===== src/rtl/lpc_io_dma_target.sv =====
module lpc_io_dma_target #(
  parameter int AW          = 4,
  parameter int DMA_CHAN    = 2,
  parameter int IO_RD_WAIT  = 3,
  parameter int IO_WR_WAIT  = 2,
  parameter int DMA_RD_WAIT = 3,
  parameter int DMA_WR_WAIT = 4,
  parameter int LONG_WAIT   = 330
) (
  input  logic          clk,
  input  logic          rst_n,
  input  logic          lframe_n,
  input  logic [3:0]    lad_in,
  output logic [3:0]    lad_out,
  output logic          lad_oe,
  input  logic [15:0]   io_base,
  output logic [AW-1:0] acc_addr,
  output logic [7:0]    wr_data,
  input  logic [7:0]    rd_data,
  output logic          io_rd,
  output logic          io_wr,
  output logic          dma_put,
  output logic          dma_get,
  input  logic          be_busy,
  input  logic          be_err
);
  localparam int WW = $clog2(LONG_WAIT + 1);

  typedef enum logic [3:0] {
    S_IDLE, S_CT, S_ADR, S_CH, S_SZ, S_HDAT, S_HTAR, S_SYNC, S_TDAT, S_TTAR
  } st_t;
  typedef enum logic [1:0] {C_IORD, C_IOWR, C_DMARD, C_DMAWR} cls_t;

  st_t           st;
  cls_t          cls;
  logic [1:0]    cnt;
  logic [15:0]   adr;
  logic [7:0]    dat;
  logic [WW-1:0] wcnt;

  logic          is_dma, host_data, busy_eff, timeout, ready, fire, hit, in_sync;
  logic [WW-1:0] fix_wait;
  logic [15:0]   adr_next;
  logic [3:0]    sync_nib;

  assign is_dma    = cls[1];
  assign host_data = (cls == C_IOWR) || (cls == C_DMARD);
  assign fix_wait  = (cls == C_IORD)  ? WW'(IO_RD_WAIT)  :
                     (cls == C_IOWR)  ? WW'(IO_WR_WAIT)  :
                     (cls == C_DMARD) ? WW'(DMA_RD_WAIT) : WW'(DMA_WR_WAIT);
  assign busy_eff  = !is_dma && be_busy;
  assign in_sync   = (st == S_SYNC);
  assign timeout   = in_sync && (wcnt == WW'(LONG_WAIT));
  assign ready     = in_sync && (((wcnt >= fix_wait) && !busy_eff) || timeout);
  assign fire      = ready && !timeout;
  assign sync_nib  = !ready ? (is_dma ? 4'b0101 : 4'b0110)
                            : ((timeout || be_err) ? 4'b1010 : 4'b0000);
  assign adr_next  = {adr[11:0], lad_in};
  assign hit       = (adr_next[15:AW] == io_base[15:AW]);

  assign io_rd    = fire && (cls == C_IORD);
  assign io_wr    = fire && (cls == C_IOWR);
  assign dma_put  = fire && (cls == C_DMARD);
  assign dma_get  = fire && (cls == C_DMAWR);
  assign acc_addr = adr[AW-1:0];
  assign wr_data  = dat;

  always_comb begin
    lad_oe  = 1'b0;
    lad_out = 4'hF;
    case (st)
      S_SYNC: begin lad_oe = 1'b1; lad_out = sync_nib; end
      S_TDAT: begin lad_oe = 1'b1; lad_out = cnt[0] ? dat[7:4] : dat[3:0]; end
      S_TTAR: lad_oe = (cnt == 2'd0);
      default: ;
    endcase
  end

  always_ff @(posedge clk or negedge rst_n) begin
    if (!rst_n) begin
      st   <= S_IDLE;
      cls  <= C_IORD;
      cnt  <= '0;
      adr  <= '0;
      dat  <= '0;
      wcnt <= '0;
    end else if (!lframe_n) begin
      st  <= (lad_in == 4'h0) ? S_CT : S_IDLE;
      cnt <= '0;
    end else begin
      case (st)
        S_CT: begin
          cnt <= '0;
          case (lad_in)
            4'b0000: begin cls <= C_IORD;  st <= S_ADR; end
            4'b0010: begin cls <= C_IOWR;  st <= S_ADR; end
            4'b1000: begin cls <= C_DMARD; st <= S_CH;  end
            4'b1010: begin cls <= C_DMAWR; st <= S_CH;  end
            default: st <= S_IDLE;
          endcase
        end
        S_ADR: begin
          adr <= adr_next;
          cnt <= cnt + 2'd1;
          if (cnt == 2'd3) begin
            cnt <= '0;
            st  <= !hit ? S_IDLE : ((cls == C_IORD) ? S_HTAR : S_HDAT);
          end
        end
        S_CH: st <= (lad_in[2:0] == 3'(DMA_CHAN)) ? S_SZ : S_IDLE;
        S_SZ: st <= (lad_in != 4'h0) ? S_IDLE : ((cls == C_DMARD) ? S_HDAT : S_HTAR);
        S_HDAT: begin
          dat <= {lad_in, dat[7:4]};
          cnt <= cnt + 2'd1;
          if (cnt[0]) begin cnt <= '0; st <= S_HTAR; end
        end
        S_HTAR: begin
          cnt <= cnt + 2'd1;
          if (cnt[0]) begin cnt <= '0; wcnt <= '0; st <= S_SYNC; end
        end
        S_SYNC: begin
          if (ready) begin
            if (!host_data) dat <= timeout ? 8'hFF : rd_data;
            st <= host_data ? S_TTAR : S_TDAT;
          end else begin
            wcnt <= wcnt + WW'(1);
          end
        end
        S_TDAT: begin
          cnt <= cnt + 2'd1;
          if (cnt[0]) begin cnt <= '0; st <= S_TTAR; end
        end
        S_TTAR: begin
          cnt <= cnt + 2'd1;
          if (cnt[0]) begin cnt <= '0; st <= S_IDLE; end
        end
        default: ;
      endcase
    end
  end
endmodule


===== config.mk =====
export PLATFORM = sky130hd
export DESIGN_NAME = lpc_io_dma_target
export DESIGN_NICKNAME = d
export VERILOG_FILES = /design/src/rtl/lpc_io_dma_target.sv
export SDC_FILE = /design/constraint.sdc
export NUM_CORES = 1
export LEC_CHECK = 0
export CORE_ASPECT_RATIO = 0.8
export CORE_MARGIN = 3
export CORE_UTILIZATION = 51
export CTS_CLUSTER_SIZE = 8
export DETAILED_ROUTE_END_ITERATION = 7
export GPL_TIMING_DRIVEN = 0
export PLACE_DENSITY = 0.8
export SYNTH_ARGS = -nofsm -noshare
export SYNTH_HDL_FRONTEND = slang
export SYNTH_SLANG_ARGS = --single-unit

===== constraint.sdc =====
create_clock -name clk -period 2.7 [get_ports clk]
set_clock_uncertainty 0.1 [all_clocks]
set_input_delay 0.54 -clock clk [delete_from_list [all_inputs] [get_ports clk]]
set_output_delay 0.54 -clock clk [all_outputs]
set_load 0.005 [all_outputs]

==> results.txt, run 1 <==
outcome: finished with violations
failing checks: negative setup slack
Warnings, synthesis: 0
TritonCTS clock tree: yes
pre-CTS worst setup slack: -0.354 ns
setup slack of the most critical reg-to-reg path: -0.03 ns
Slowest cell on crit path: dfrtp_1
maximum root-to-sink buffer count: 2
DIE AREA: 0.00589 mm^2
nature of the critical path startpoint: register
HPWL Detailed: 4800 um
setup violation total in the final timing report: 8
drt pass-1 iters: 5
ys async rst share: 100%
drt first-iter violations: 252
routed via count divided by cell count: 6.09
final cell count without fillers: 403
gr usage total: 25.2%
Final Critical Period: 2.86 ns
placer congestion estimate: 0.926
area taken by multi-input logic gates: 0.00164 mm^2
most common cell after layout, fill and taps aside: clkdlybuf4s50_1
transition time at the pin with the least slew margin: 0.847 ns
cell with the most instances on the worst path: buf_6
Post-layout nets: 388
unrepaired setup endpoints after global routing: true
ordered cell list for the critical path: ha_2 -> inv_2 -> ha_4 -> o21ai_2 -> o211ai_1 -> nand2_2 -> nor2_4 -> buf_6 -> buf_6 -> and2_4 -> buf_6
count of nets left with antenna violations after detail routing: 0
Antenna Cells: 0
Power per Cell Area: 756 mW/mm^2
worst vdd ir: 496 uV
Max Fanout on Critical Path: 3
remaining global-route overflow: 0
cell area after synthesis: 0.00255 mm^2
final-layout fill cell count: 347
post-layout worst setup margin: -0.159 ns
number of cells in the design after placement: 381
max frequency: 350 MHz
slew margin rel.: 43.5%
# IOs: 54
highest-count cells in the layout ignoring fill and taps: clkdlybuf4s50_1 (40), dfrtp_1 (36), nand2_1 (20), inv_1 (17), mux2_2 (15)
leakage power: 1.45 nW
startpoint of the worst-slack reg-to-reg timing path: cls[0]
post-synthesis average cell area: 9.38 um^2
data arrival time of the worst path: 2.22 ns
final number of hold-violating endpoints: 0
post-synthesis register bit count: 37
Die Height: 69.3 um
delay of the slowest cell on the worst path: 0.43 ns
worst-case hold slack: 0.252 ns
r2r endpoint: wcnt[8]
post-route fraction of the period consumed by the critical path: 106%
data required time at the worst endpoint: 2.06 ns
clock-pin slew of the registers on the worst-case setup and hold paths: 0.08 ns
H-tree depth: 2
CP Class: reg2out
Post-Synthesis Cells: 272
post-layout power: 2.64 mW
sequential cell area: 927 um^2
worst path bufs/invs: 4
root buf cell: clkbuf_8
vias in the first global route: 2390
clk_lat worst skew: 0.29 ns
area added between synthesis and finish: 36.7%
total via count in the routed design: 2456
I/O Buffers: 49
depth of the worst register-to-register path: 10
die boundary width: 85.1 um
initial antenna violation count: 0
number of distinct standard cells referenced by the synthesized netlist: 52
category of the worst setup path capture point: output port
max-slew violation total from the final report: 0
Hold/Removal Path Class: in2async
Core ar.: 0.00471 mm^2
max-cap check violation count: 0
Post-synth EDFFs: 0
Largest delay share family, worst path: adder cells
initial standard-cell utilization of the core: 54.2%
fraction of final layout cells with drive strength greater than 1: 25.1%
register area share after synthesis: 36.3%
clock buffers created by TritonCTS: 5
clock net sink count: 37
residual DRC count: 0
pin count of the biggest net entering global routing: 38
wire length after detailed routing: 7360 um
net count of the mapped netlist: 318
detail-routed net length per standard cell: 18.3 um
wire length of the first global-routing pass: 12100 um
count of standard-cell rows: 22
Primary FF master, synth: dfrtp_1
count of hold buffers inserted by post-cts repair: 0
==> per-layer routing <==
metal	track usage, %	wire (um)	up-vias
li1	-	-	1131
met1	35.5	3150	1185
met2	41.5	3590	121
met4	4.39	108	0
met5	0	0	-
met3	4.04	511	19
==> logic make-up (layout without fill, tap and decap cells) <==
logic type      count (synthesis)  after routing  synth area share [%]
compound gates                 65             65                  16.9
xor+xnor                       15             15                  5.15
fa+ha+maj                      13             13                  6.38
buf+inv                        36            107                  6.03
flops                          37             37                  36.3
mux                            27             27                  11.3
simple gates                   79             79                  18.0
==> worst reg2reg max path, cell delays in order, from the launching register on <==
cell	delay (ns)
dfrtp_1	0.44
buf_6	0.15
inv_6	0.05
ha_4	0.19
nor3b_2	0.17
o211ai_1	0.17
buf_4	0.19
buf_4	0.13
a211o_1	0.34
or4_1	0.56
a21oi_1	0.16
==> report_power, final <==
| part | total (mW) | switching, mW | internal, mW |
|---|---|---|---|
| clock network | 0.505 | 0.204 | 0.301 |
| logic | 1.26 | 0.625 | 0.639 |
| registers | 0.868 | 0.162 | 0.706 |
| total | 2.64 | 0.990 | 1.65 |
==> Yosys cell counts (3+ instances only) <==
library cell | count | area share (%)
o31ai_1 | 3 | 0.88
inv_1 | 19 | 2.8
a31oi_1 | 5 | 1.2
nor4b_1 | 3 | 1.0
dfrtp_1 | 37 | 36
or4_1 | 3 | 0.88
o22ai_1 | 10 | 2.5
mux2i_1 | 12 | 4.7
and2_1 | 5 | 1.2
or3_1 | 3 | 0.74
a211oi_1 | 3 | 0.88
nand4_1 | 8 | 2.0
nand3_1 | 7 | 1.4
ha_1 | 13 | 6.4
o21ai_0 | 10 | 2.0
mux2_2 | 15 | 6.6
clkbuf_1 | 9 | 1.3
nor2b_1 | 4 | 0.98
nand2_1 | 22 | 3.2
a21oi_1 | 16 | 3.1
buf_4 | 4 | 1.2
xnor2_1 | 14 | 4.8
o211ai_1 | 6 | 1.8
nor2_1 | 6 | 0.88
nor4_1 | 4 | 0.98
==> per-stage QoR <==
stage               setup TNS [ns]  util, %  area [um^2]
detailed placement           -2.66     66.1         3110
CTS                         -0.122     71.5         3360
floorplan                        0        -         2550
global placement             -2.79     66.2         3120
finish                      -0.715     74.1         3490
global route                 -1.97     74.1         3490
==> registers in the layout (all words and copies together), names as in the netlist <==
register / cells
adr: 12
wcnt: 9
wr_data: 8
st: 4
cls: 2
cnt: 2
==> final cells by class <==
cell class,count,share of cell area (%)
buffer,17,2.47
sequential,37,26.6
multi-input combinational,199,46.9
timing repair buffer,63,16.4
clock buffer,7,2.47
inverter,19,2.19
tap,60,2.15
clock inverter,1,0.861
==> how the worst max path moves through the flow <==
stage	endpoint	start	slack, ns	cells past startpoint
after floorplan	wcnt[7]	cls[0]	0.40	7
after global placement	io_wr	cls[1]	-0.36	8
after detailed placement	io_wr	cls[0]	-0.35	8
after CTS	lad_out[1]	cls[0]	-0.05	9
after global routing	dma_get	cls[0]	-0.27	11
final	dma_get	cls[0]	-0.16	11
==> repair_timing <==
item | 4_1_cts | 5_1_grt
buffers inserted | 10 | 5
gates resized for setup | 52 | 26
cloned | 0 | 0
pin swaps | 11 | 10
setup endpoints to repair | 9 | 15
Note: power is estimated with default switching activity, not from simulation.
==> run 2, diff against run 1 <==
--- a/config.mk
+++ b/config.mk
@@ -6,7 +6,7 @@
 export NUM_CORES = 1
 export LEC_CHECK = 0
 export CORE_ASPECT_RATIO = 0.8
-export CORE_MARGIN = 3
+export CORE_MARGIN = 4
 export CORE_UTILIZATION = 51
 export CTS_CLUSTER_SIZE = 8
 export DETAILED_ROUTE_END_ITERATION = 7
==> results.txt, run 2 (synthesis gave the netlist of run 1 again) <==
outcome: finished with violations
failing checks: negative setup slack
drt first-iter violations: 311
die boundary width: 87.1 um
vias in the first global route: 2224
Core ar.: 0.00471 mm^2
highest-count cells in the layout ignoring fill and taps: clkdlybuf4s50_1 (40), dfrtp_1 (35), nand2_1 (21), inv_1 (17), mux2_2 (15)
crit path capture: lad_out[1]
wire length of the first global-routing pass: 10800 um
I/O Buffers: 49
Met3 Wirelength: 534 um
wire length on met1: 3000 um
remaining global-route overflow: 0
CP Class: reg2out
setup slack of the most critical reg-to-reg path: 0.08 ns
drt pass-1 iters: 5
clock net sink count: 37
part of the power in registers: 34.6%
worst setup path start: cls[0]
Power per Cell Area: 736 mW/mm^2
Post-layout nets: 386
Power Internal: 1.54 mW
residual DRC count: 0
count of nets left with antenna violations after detail routing: 0
pin count of the biggest net entering global routing: 38
slew margin rel.: 42.8%
leakage power: 1.42 nW
Comb pwr share: 49.6%
total via count in the routed design: 2404
final number of hold-violating endpoints: 0
max frequency: 342 MHz
fraction of final layout cells with drive strength greater than 1: 24.1%
Die Height: 71.3 um
root buf cell: clkbuf_8
placer congestion estimate: 0.957
HPWL Detailed: 4790 um
most common cell after layout, fill and taps aside: clkdlybuf4s50_1
total met2 wirelength after detailed routing: 3560 um
maximum root-to-sink buffer count: 2
worst vdd ir: 504 uV
post-layout power: 2.53 mW
data arrival time of the worst path: 2.28 ns
Final Critical Period: 2.92 ns
category of the worst setup path capture point: output port
max-slew violation total from the final report: 0
initial antenna violation count: 0
nature of the critical path startpoint: register
DIE AREA: 0.00620 mm^2
data required time at the worst endpoint: 2.06 ns
total net switching power: 986 uW
Max Fanout on Critical Path: 4
register with the most flip-flops: adr
H-tree depth: 2
# IOs: 54
area added between synthesis and finish: 34.8%
post-route fraction of the period consumed by the critical path: 108%
gr usage total: 22.0%
switching power share of the total: 39.0%
clock buffers created by TritonCTS: 5
clk_lat worst skew: 0.29 ns
detail-routed net length per standard cell: 18.0 um
transition time at the pin with the least slew margin: 0.858 ns
clock share of power: 15.8%
count of standard-cell rows: 22
clock-pin slew of the registers on the worst-case setup and hold paths: 0.07 ns
depth of the worst register-to-register path: 11
total negative slack for setup checks: -1.22 ns
Antenna Cells: 0
wire length after detailed routing: 7190 um
TritonCTS clock tree: yes
highest signal layer in the routed design: met4
setup violation total in the final timing report: 8
r2r endpoint: wcnt[3]
flip-flop count of the largest register after layout: 12
max-cap check violation count: 0
routed via count divided by cell count: 6.01
unrepaired setup endpoints after global routing: true
initial standard-cell utilization of the core: 54.2%
Hold/Removal Path Class: in2async
post-layout worst setup margin: -0.223 ns
startpoint of the worst-slack reg-to-reg timing path: cls[0]
## run 2: cell count changes in the layout (fill, tap and decap cells not counted), sizes merged
cell,previous run,this run
clkbuf,17,18
bufinv,1,0
buf,30,27
## run 2: what timing repair did
item	in CTS	in global routing
setup endpoints to repair	10	23
resized for setup	54	23
pin swaps	11	6
gates cloned	0	0
hold buffers	0	0
setup buffers	9	3
## run 2: final cells by class
type                       count  area, um^2
buffer                        17        86.3
multi-input combinational    199        1630
timing repair buffer          61         559
inverter                      19        76.3
clock buffer                   7        86.3
sequential                    37         928
tap                           60        75.1
fill                         331        1270
## run 2: worst min path at each step
| stage | start | endpoint | slack (ns) | cells after the start |
|---|---|---|---|---|
| floorplan | rst_n | adr[0] | 0.14 | 0 |
| global placement | adr[8] | adr[8] | 0.41 | 1 |
| detailed placement | adr[11] | adr[11] | 0.42 | 1 |
| CTS | rst_n | adr[8] | 0.29 | 1 |
| global route | rst_n | adr[8] | 0.32 | 1 |
| finish | rst_n | adr[8] | 0.26 | 1 |
## run 2: layer usage
| metal | vias up | track usage [%] |
|---|---|---|
| li1 | 1125 | - |
| met1 | 1158 | 29.7 |
| met2 | 104 | 35.4 |
| met3 | 17 | 5.40 |
| met4 | 0 | 5.88 |
| met5 | - | 0 |
## run 2: worst max-delay path: stages, from the launching register on
cell and delay, ns:
dfrtp_2 0.44, ha_4 0.16, inv_4 0.03, ha_4 0.15, nor4_4 0.22, o211ai_1 0.12
buf_4 0.17, buf_6 0.11, and2_4 0.16, o32ai_2 0.26, buf_2 0.15
## run 2: stage by stage
step / hold slack (ns) / setup slack (ns) / utilization [%] / area [um^2] / cells
final: 0.262 / -0.223 / 73.1 / 3440 / 400
after global placement: 0.410 / -0.297 / 66.2 / 3120 / 381
after floorplan: 0.144 / 0.402 / - / 2550 / 272
after global routing: 0.322 / -0.303 / 73.1 / 3440 / 400
after CTS: 0.285 / -0.162 / 70.9 / 3340 / 397
after detailed placement: 0.420 / -0.341 / 66.1 / 3110 / 381
## run 2: power by group through the flow
stage | clock network (mW) | logic, mW | registers (mW)
floorplan | 0 | 0.703 | 0.838
global placement | 0 | 1.04 | 0.862
detailed placement | 0 | 1.06 | 0.869
CTS | 0.399 | 1.17 | 0.854
global route | 0.424 | 1.36 | 0.895
finish | 0.401 | 1.25 | 0.875
